$ cat config.mk
export PLATFORM = sky130hd
export DESIGN_NAME = chan_freq_conv
export DESIGN_NICKNAME = d
export VERILOG_FILES = /design/src/rtl/cfc_pkg.sv /design/src/rtl/cfc_range_sel.sv /design/src/rtl/cfc_freq_calc.sv /design/src/rtl/cfc_band_map.sv /design/src/rtl/chan_freq_conv.sv
export SDC_FILE = /design/constraint.sdc
export NUM_CORES = 1
export LEC_CHECK = 0
export BUFFER_PORTS_ARGS = -buffer_cell sky130_fd_sc_hd__buf_2
export CAP_MARGIN = 20
export CORE_UTILIZATION = 40
export CTS_CLUSTER_SIZE = 40
export DETAILED_ROUTE_END_ITERATION = 8
export SYNTH_ARGS = -nofsm -noshare
export SYNTH_HDL_FRONTEND = slang
export SYNTH_SLANG_ARGS = --single-unit
$ cat constraint.sdc
create_clock -name clk -period 15.6 [get_ports clk]
set_clock_uncertainty 0.1 [all_clocks]
set_input_delay 0.78 -clock clk [delete_from_list [all_inputs] [get_ports clk]]
set_output_delay 0.78 -clock clk [all_outputs]
set_load 0.01 [all_outputs]
$ cat src/rtl/cfc_pkg.sv
package cfc_pkg;
  localparam int CHAN_W   = 16;
  localparam int FREQ_W   = 16;
  localparam int IDX_W    = 12;
  localparam int BAND_W   = 8;
  localparam int FLAG_BIT = 15;
  localparam int NUM_SPAN = 8;

  // Numeric spans occupy enum values 1..NUM_SPAN in priority order.
  typedef enum logic [3:0] {
    RG_PCS  = 4'd0,
    RG_P900 = 4'd1,
    RG_E900 = 4'd2,
    RG_850  = 4'd3,
    RG_1800 = 4'd4,
    RG_450  = 4'd5,
    RG_480  = 4'd6,
    RG_810  = 4'd7,
    RG_750  = 4'd8,
    RG_NONE = 4'd9
  } range_e;

  function automatic logic [IDX_W-1:0] span_lo(range_e r);
    case (r)
      RG_P900: return IDX_W'(0);
      RG_E900: return IDX_W'(955);
      RG_850:  return IDX_W'(128);
      RG_1800: return IDX_W'(512);
      RG_450:  return IDX_W'(259);
      RG_480:  return IDX_W'(306);
      RG_810:  return IDX_W'(350);
      RG_750:  return IDX_W'(438);
      default: return '1;
    endcase
  endfunction

  function automatic logic [IDX_W-1:0] span_hi(range_e r);
    case (r)
      RG_P900: return IDX_W'(124);
      RG_E900: return IDX_W'(1023);
      RG_850:  return IDX_W'(251);
      RG_1800: return IDX_W'(885);
      RG_450:  return IDX_W'(293);
      RG_480:  return IDX_W'(340);
      RG_810:  return IDX_W'(425);
      RG_750:  return IDX_W'(511);
      default: return '0;
    endcase
  endfunction

  function automatic logic [FREQ_W-1:0] ul_base(range_e r);
    case (r)
      RG_PCS:  return FREQ_W'(18502);
      RG_P900: return FREQ_W'(8900);
      RG_E900: return FREQ_W'(8900);
      RG_850:  return FREQ_W'(8242);
      RG_1800: return FREQ_W'(17102);
      RG_450:  return FREQ_W'(4506);
      RG_480:  return FREQ_W'(4790);
      RG_810:  return FREQ_W'(8060);
      RG_750:  return FREQ_W'(7472);
      default: return '0;
    endcase
  endfunction

  function automatic logic [FREQ_W-1:0] first_ch(range_e r);
    case (r)
      RG_PCS:  return FREQ_W'(512);
      RG_E900: return FREQ_W'(1024);
      RG_850:  return FREQ_W'(128);
      RG_1800: return FREQ_W'(512);
      RG_450:  return FREQ_W'(259);
      RG_480:  return FREQ_W'(306);
      RG_810:  return FREQ_W'(350);
      RG_750:  return FREQ_W'(438);
      default: return '0;
    endcase
  endfunction

  function automatic logic [FREQ_W-1:0] duplex(range_e r);
    case (r)
      RG_PCS:  return FREQ_W'(800);
      RG_P900, RG_E900, RG_850, RG_810: return FREQ_W'(450);
      RG_1800: return FREQ_W'(950);
      RG_450, RG_480: return FREQ_W'(100);
      RG_750:  return FREQ_W'(300);
      default: return '0;
    endcase
  endfunction

  function automatic logic [BAND_W-1:0] band_code(range_e r);
    case (r)
      RG_850:  return BAND_W'(8'h01);
      RG_P900, RG_E900: return BAND_W'(8'h02);
      RG_1800: return BAND_W'(8'h04);
      RG_PCS:  return BAND_W'(8'h08);
      RG_450:  return BAND_W'(8'h10);
      RG_480:  return BAND_W'(8'h20);
      RG_750:  return BAND_W'(8'h40);
      RG_810:  return BAND_W'(8'h80);
      default: return BAND_W'(8'h04);
    endcase
  endfunction
endpackage

$ cat src/rtl/cfc_range_sel.sv
module cfc_range_sel
  import cfc_pkg::*;
(
  input  logic [CHAN_W-1:0] chan,
  output range_e            rg,
  output logic [IDX_W-1:0]  idx
);
  logic              pcs_flag;
  logic [NUM_SPAN:1] hit;

  assign pcs_flag = chan[FLAG_BIT];
  assign idx      = chan[IDX_W-1:0];

  for (genvar g = 1; g <= NUM_SPAN; g++) begin : g_span
    localparam range_e RG = range_e'(4'(g));
    assign hit[g] = (idx >= span_lo(RG)) && (idx <= span_hi(RG));
  end

  always_comb begin
    rg = RG_NONE;
    for (int k = NUM_SPAN; k >= 1; k--) begin
      if (hit[k]) rg = range_e'(4'(k));
    end
    if (pcs_flag) rg = RG_PCS;
  end
endmodule

$ cat src/rtl/cfc_freq_calc.sv
module cfc_freq_calc
  import cfc_pkg::*;
(
  input  range_e            rg,
  input  logic [IDX_W-1:0]  idx,
  input  logic              uplink,
  output logic [FREQ_W-1:0] freq
);
  logic [FREQ_W-1:0] step;
  logic [FREQ_W-1:0] ul_f;
  logic [FREQ_W-1:0] dl_f;

  always_comb begin
    step = FREQ_W'(idx) - first_ch(rg);
    ul_f = ul_base(rg) + (step << 1);
    dl_f = ul_f + duplex(rg);
    if (rg == RG_NONE) freq = '1;
    else               freq = uplink ? ul_f : dl_f;
  end
endmodule

$ cat src/rtl/cfc_band_map.sv
module cfc_band_map
  import cfc_pkg::*;
(
  input  range_e            rg,
  output logic [BAND_W-1:0] band
);
  assign band = band_code(rg);
endmodule

$ cat src/rtl/chan_freq_conv.sv
module chan_freq_conv
  import cfc_pkg::*;
(
  input  logic              clk,
  input  logic              rst_n,
  input  logic              in_valid,
  output logic              in_ready,
  input  logic [CHAN_W-1:0] in_chan,
  input  logic              in_uplink,
  output logic              out_valid,
  input  logic              out_ready,
  output logic [FREQ_W-1:0] out_freq,
  output logic [BAND_W-1:0] out_band
);
  logic [CHAN_W-1:0] chan_q;
  logic              ul_q;
  logic              vld_q;
  logic              take;
  range_e            rg;
  logic [IDX_W-1:0]  idx;

  assign in_ready = !vld_q || out_ready;
  assign take     = in_valid && in_ready;

  always_ff @(posedge clk or negedge rst_n) begin
    if (!rst_n) begin
      vld_q  <= 1'b0;
      chan_q <= '0;
      ul_q   <= 1'b0;
    end else begin
      if (take) begin
        vld_q  <= 1'b1;
        chan_q <= in_chan;
        ul_q   <= in_uplink;
      end else if (out_ready) begin
        vld_q  <= 1'b0;
      end
    end
  end

  cfc_range_sel u_sel  (.chan(chan_q), .rg(rg), .idx(idx));
  cfc_freq_calc u_calc (.rg(rg), .idx(idx), .uplink(ul_q), .freq(out_freq));
  cfc_band_map  u_map  (.rg(rg), .band(out_band));

  assign out_valid = vld_q;
endmodule

# After elaboration in Yosys (flattened, before gate mapping)
# Memory sizes are Yosys's and may differ from the RTL's.
# Cells that the tools add are included.
[totals] n_memories=4 wordCells=52 ff_bits=18 rom_bits=672 out_inout_bits=26
[memory_table] name="(no name shown)" words=16 word_bits=14 rd=1 rd_ports_with_merged_regs=0 write_ports=0 line_no="cfc_pkg.sv:52" source="case (r)"
[memory_table] name="(no name shown)" words=16 word_bits=11 rd=1 rd_ports_with_merged_regs=0 write_ports=0 line_no="cfc_pkg.sv:67" source="case (r)"
[memory_table] name="(no name shown)" words=16 word_bits=9 rd=1 rd_ports_with_merged_regs=0 write_ports=0 line_no="cfc_pkg.sv:81" source="case (r)"
[memory_table] name="(no name shown)" words=16 word_bits=8 rd=1 rd_ports_with_merged_regs=0 write_ports=0 line_no="cfc_pkg.sv:92" source="case (r)"
[op_classes] n_eq_ne=1 mux=13 magnitude_cmp=16 addsub=3 reduce_logical=12
[ops] operator="$ge 12x9->1 const B" count=4
[ops] operator="$le 12x9->1 const B" count=4
[ops] operator="$add 16x16->16" count=2
[ops] operator="$mux 16" count=2
[ops] operator="$mux 4" count=8
[ops] operator="$ge 12x10->1 const B" count=2
[ops] operator="$le 12x10->1 const B" count=2
[ops] operator="$sub 12x15->15" count=1
[ops] operator="$ge 12x1->1 const B" count=1
[ops] operator="$ge 12x8->1 const B" count=1
[ops] operator="$le 12x7->1 const B" count=1
[ops] operator="$le 12x8->1 const B" count=1
[ops] operator="$logic_and 1x1->1" count=9
[ops] operator="$eq 4x4->1 const B" count=1
[ops] operator="$mux 1" count=3
[ops] operator="$reduce_bool 2->1" count=1
[ops] operator="$logic_not 1->1" count=1
[ops] operator="$logic_or 1x1->1" count=1

# Logic depth before layout (Yosys ltp)
# An unclocked memory read counts as a cell.
[logic_depth] ltp_word=17 ltp_mapped=33

# Modules after synthesis
# Synthesis repeated with hierarchy kept, for this count alone.
[unflattened] cells_unflattened=454 area_unflattened_um2=3602.2
[by_module_without_submodules] module="cfc_freq_calc" area_per_inst_um2=2238.4 cells_each=327 n_inst=1 seq_area_each_um2=0.0
[by_module_without_submodules] module="chan_freq_conv" area_per_inst_um2=732.0 cells_each=39 n_inst=1 seq_area_each_um2=450.4
[by_module_without_submodules] module="cfc_range_sel" area_per_inst_um2=501.7 cells_each=74 n_inst=1 seq_area_each_um2=0.0
[by_module_without_submodules] module="cfc_band_map" area_per_inst_um2=130.1 cells_each=14 n_inst=1 seq_area_each_um2=0.0

# Least setup slack after synthesis
# No wires, ideal clock.
[synth_timing] path_type="reg-to-output" from="register chan_q[2]" to="output out_freq[15]" required_ns=14.720 slack_ns=7.386 stages_incl_launch_ff=32 arrival_ns=7.334 cell_sequence="dfrtp_1 buf_2 o311a_1 mux2i_1 nor2_2 a2111oi_0 inv_1 ha_1 buf_1 or4_1 nand3_2 inv_1 xnor2_1 ha_1 a21o_1 nand2_1 nand3b_1 xor2_1 ha_1 and2_1 a31o_2 nor3_1 xnor2_1 ha_1 o21ai_0 a21oi_1 o211ai_1 a2111oi_2 nand4_1 or4_1 and4_1 mux2i_1"
[synth_between] elab_chain_cells=17 elab_cells_between_ends=42
[synth_rtl] item="from (decl)" line_no="chan_freq_conv.sv:15" source="logic [CHAN_W-1:0] chan_q;"
[synth_rtl] item="from (signal assigned)" line_no="chan_freq_conv.sv:33" source="chan_q <= in_chan;"
[synth_rtl] item="$ge 12x9->1 / $le 12x9->1 (equally long branches)" line_no="cfc_range_sel.sv:16" source="assign hit[g] = (idx >= span_lo(RG)) && (idx <= span_hi(RG));"
[synth_rtl] item="$logic_and 1x1->1" line_no="cfc_range_sel.sv:16"
[synth_rtl] item="$mux 1" line_no="cfc_range_sel.sv:22" source="if (hit[k]) rg = range_e'(4'(k));"
[synth_rtl] item="$mux 4 (7 in series)" line_no="cfc_range_sel.sv:22"
[synth_rtl] item="$mux 4" line_no="cfc_range_sel.sv:24" source="if (pcs_flag) rg = RG_PCS;"
[synth_rtl] item="$mem_v2 16x11"
[synth_rtl] item="$sub 12x15->15" line_no="cfc_freq_calc.sv:14" source="step = FREQ_W'(idx) - first_ch(rg);"
[synth_rtl] item="$add 16x16->16" line_no="cfc_freq_calc.sv:15" source="ul_f = ul_base(rg) + (step << 1);"
[synth_rtl] item="$add 16x16->16" line_no="cfc_freq_calc.sv:16" source="dl_f = ul_f + duplex(rg);"
[synth_rtl] item="$mux 16" line_no="cfc_freq_calc.sv:18" source="else freq = uplink ? ul_f : dl_f;"
[synth_rtl] item="$mux 16 (*)" line_no="cfc_freq_calc.sv:17" source="if (rg == RG_NONE) freq = '1;"
[synth_rtl] item="to (decl)" line_no="chan_freq_conv.sv:12" source="output logic [FREQ_W-1:0] out_freq,"
# Every way passes the cells marked *; elsewhere a longest branch is shown, timed or not.

# Worst setup path after layout
[layout_timing] from="register chan_q[1]" to="output out_freq[15]"
# Same word-level chain as after synthesis.

==> run metrics <==
FF+latch count, synth=15; Crit Path Max Fanout=14; met1 Use GR=0.260; Setup crit end kind=output port; vias in the first global route=2776; Residual DRC=0; RSZ-0062 raised after global routing=false; number of buffers created by CTS=3; Max-slew headroom=0.549; root buf cell=clkbuf_8; max incr delay on CP=0.65 ns; DR vias/cell=5.63; slowest cell on the critical path=dfrtp_1; Port-buffer cells=43; worst vdd ir=0.0892 mV; status=completed; setup bufs post-CTS=0; Slew @ Worst Pin=0.677 ns; Netlist cell types=68; diode count=0; core region area=7370 sq um; die width=90.2 um; ys flop type=dfrtp_1; CTS tree=yes; row cnt=31; antenna viol nets, final=0; first-pass GRT wire length=13000 um; GRT met3 Usage=0.0152; 1st-iter DRT viols=102; Worst Setup SP=chan_q[1]$_DFFE_PN0P_; Critical Path RT=14.72 ns; critical path type=flip-flop to output port; Post-synth EDFFs=0; routability cong.=0.811; Reg2Reg Launch Point=out_valid$_DFFE_PN0P_; starting density of the core=0.422; Syn Inst Count=399; register area share after synthesis=0.121; area growth from synthesis to layout=10.0%; final setup margin=6.62 ns; share of cells above drive strength 1=0.197; die area=8140 sq um; Mapped Area=3110 sq um; Tcrit/Tclk final=0.576; Total Routing Usage GR=0.190; final setup vio count=0; P_leak=1.62 nW; total number of vias=2989; Final Hold Viols=0; final WL=7660 um; drt wl/cell=14.4 um; antenna violations before repair=0; clock tree sinks=15; M2 GR Usage=0.318; H-tree depth=1; Slew Viols, Final=0; number of I/O pins=47; Hold-fix buffers, CTS=0; Fmax=0.111 GHz; power per cell area=240 nW/um^2; Setup TNS Final=0 ns; Setup crit start kind=flip-flop; GR peak layer=met2; deepest clock path buffer count=2; pre-CTS WS=6.98 ns; Async SR Flop Fraction=1.00; Skew-Pair Late Insertion Delay=0.25 ns; drt first pass iters=4; syn nets=461; number of max-cap violations=0; min Tclk post-route=8.98 ns; Fillers=773; power consumption=0.822 mW; WP data arrival=8.10 ns; average cell area after synthesis=7.80 sq um; Die Span Y=90.2 um; Overflow after GRT=0; CTS resizes=0; worst hold-check path type=input pin to async pin; HPWL Detailed=6300 um; Syn. warnings=0; Clock transition at path regs=0.06 ns; Most common cell on crit path=ha_1; largest net degree at the start of global routing=20; nets@finish=495
## worst max-delay path: cells and delay by family, from the launching register on
family | cells | cell delay [ns]
AOI/OAI and AO/OA | 10 | 2.35
xor gates and xnor gates | 3 | 0.45
adders and majority gates | 4 | 1.29
buffers and inverters | 4 | 0.58
DFF | 1 | 0.65
muxes | 1 | 0.10
and+or+nand+nor | 10 | 2.42
## cells by family (layout without fill, tap and decap cells)
logic type / after synthesis / after routing / synth area share
AO/OA/AOI/OAI: 119 / 119 / 0.275
XOR/XNOR: 27 / 27 / 0.0760
adder cells (fa/ha/maj): 43 / 43 / 0.177
buffers and inverters: 43 / 76 / 0.0607
flip-flops: 15 / 15 / 0.121
multiplexers: 18 / 18 / 0.0639
AND/OR/NAND/NOR: 134 / 134 / 0.227
## state kept, by name, indices dropped and copies added (netlist names)
name       flops
chan_q        13
out_valid      1
ul_q           1
## synth_stat cells, types with 3 or more instances
cell       n  area (sq um)
nand4_1    3          18.8
nand2_1   45           169
o31ai_1    4          30.0
dfrtp_1   15           375
a21o_1    11          82.6
buf_4      4          30.0
ha_1      39           488
and2_1     5          31.3
and4_1     3          26.3
o21ai_0   22           110
xnor2_1   21           184
a211o_1    3          26.3
nor2_1    27           101
clkbuf_1   4          15.0
nand3_1    9          45.0
inv_1     26          97.6
mux2_2    15           169
buf_1      3          11.3
nor3_1    10          50.1
o211ai_1   7          52.6
o21bai_1   5          37.5
mux2i_1    3          30.0
nor2b_1    3          18.8
a211oi_1   4          30.0
xor2_1     6          52.6
and3_1     5          31.3
o311ai_0   3          26.3
buf_2      4          20.0
a21oi_1   24           120
a31oi_1    7          43.8
nand2b_1   8          50.1
## per-layer routing
layer / part of all wire / wire length (um) / up-vias
met5: 0 / 0 / -
met4: 0.016 / 119 / 0
met3: 0.029 / 221 / 11
met2: 0.46 / 3510 / 62
met1: 0.50 / 3800 / 1376
li1: - / - / 1540
## placed cells by master, fill, tap and decap left out, drive strengths merged, types with 11 or more instances in the layout
cell type  count
nor2          28
xnor2         21
mux2          15
dfrtp         15
a21o          11
nand2         46
inv           27
nor3          11
ha            39
buf           45
a21oi         24
o21ai         22
## layout make-up
| cell class | instances | area [sq um] | area share |
|---|---|---|---|
| Inverter | 27 | 101 | 0.0296 |
| Timing Repair Buffer | 45 | 230 | 0.0672 |
| Clock inverter | 1 | 5.00 | 0.00146 |
| Clock buffer | 3 | 41.3 | 0.0121 |
| Multi-Input combinational cell | 341 | 2550 | 0.744 |
| Sequential cell | 15 | 375 | 0.110 |
| Tap cell | 99 | 124 | 0.0362 |
## per-stage QoR
stage	hold slack [ns]	instances	util	cell area, sq um
floorplan	0.384	399	-	3110
detailed placement	0.429	527	0.459	3380
global route	0.337	531	0.465	3430
finish	0.315	531	0.465	3430
global placement	0.410	527	0.459	3380
CTS	0.327	531	0.465	3430
## power breakdown
group          internal (mW)  switching (mW)  total (mW)
sequential            0.0443          0.0175      0.0617
combinational          0.324           0.405       0.729
clock                 0.0177          0.0137      0.0315
## worst paths after layout
check,to,cells past startpoint,slack [ns]
max in group asynchronous,chan_q[15]$_DFFE_PN0P_,1,14.84
max,out_freq[15],32,6.62
max reg2reg,chan_q[4]$_DFFE_PN0P_,3,14.12
min,chan_q[7]$_DFFE_PN0P_,1,0.31
min reg2reg,out_valid$_DFFE_PN0P_,2,0.44
min in group clk,out_valid$_DFFE_PN0P_,2,0.44
No activity file was read; power rests on OpenSTA's default activity.
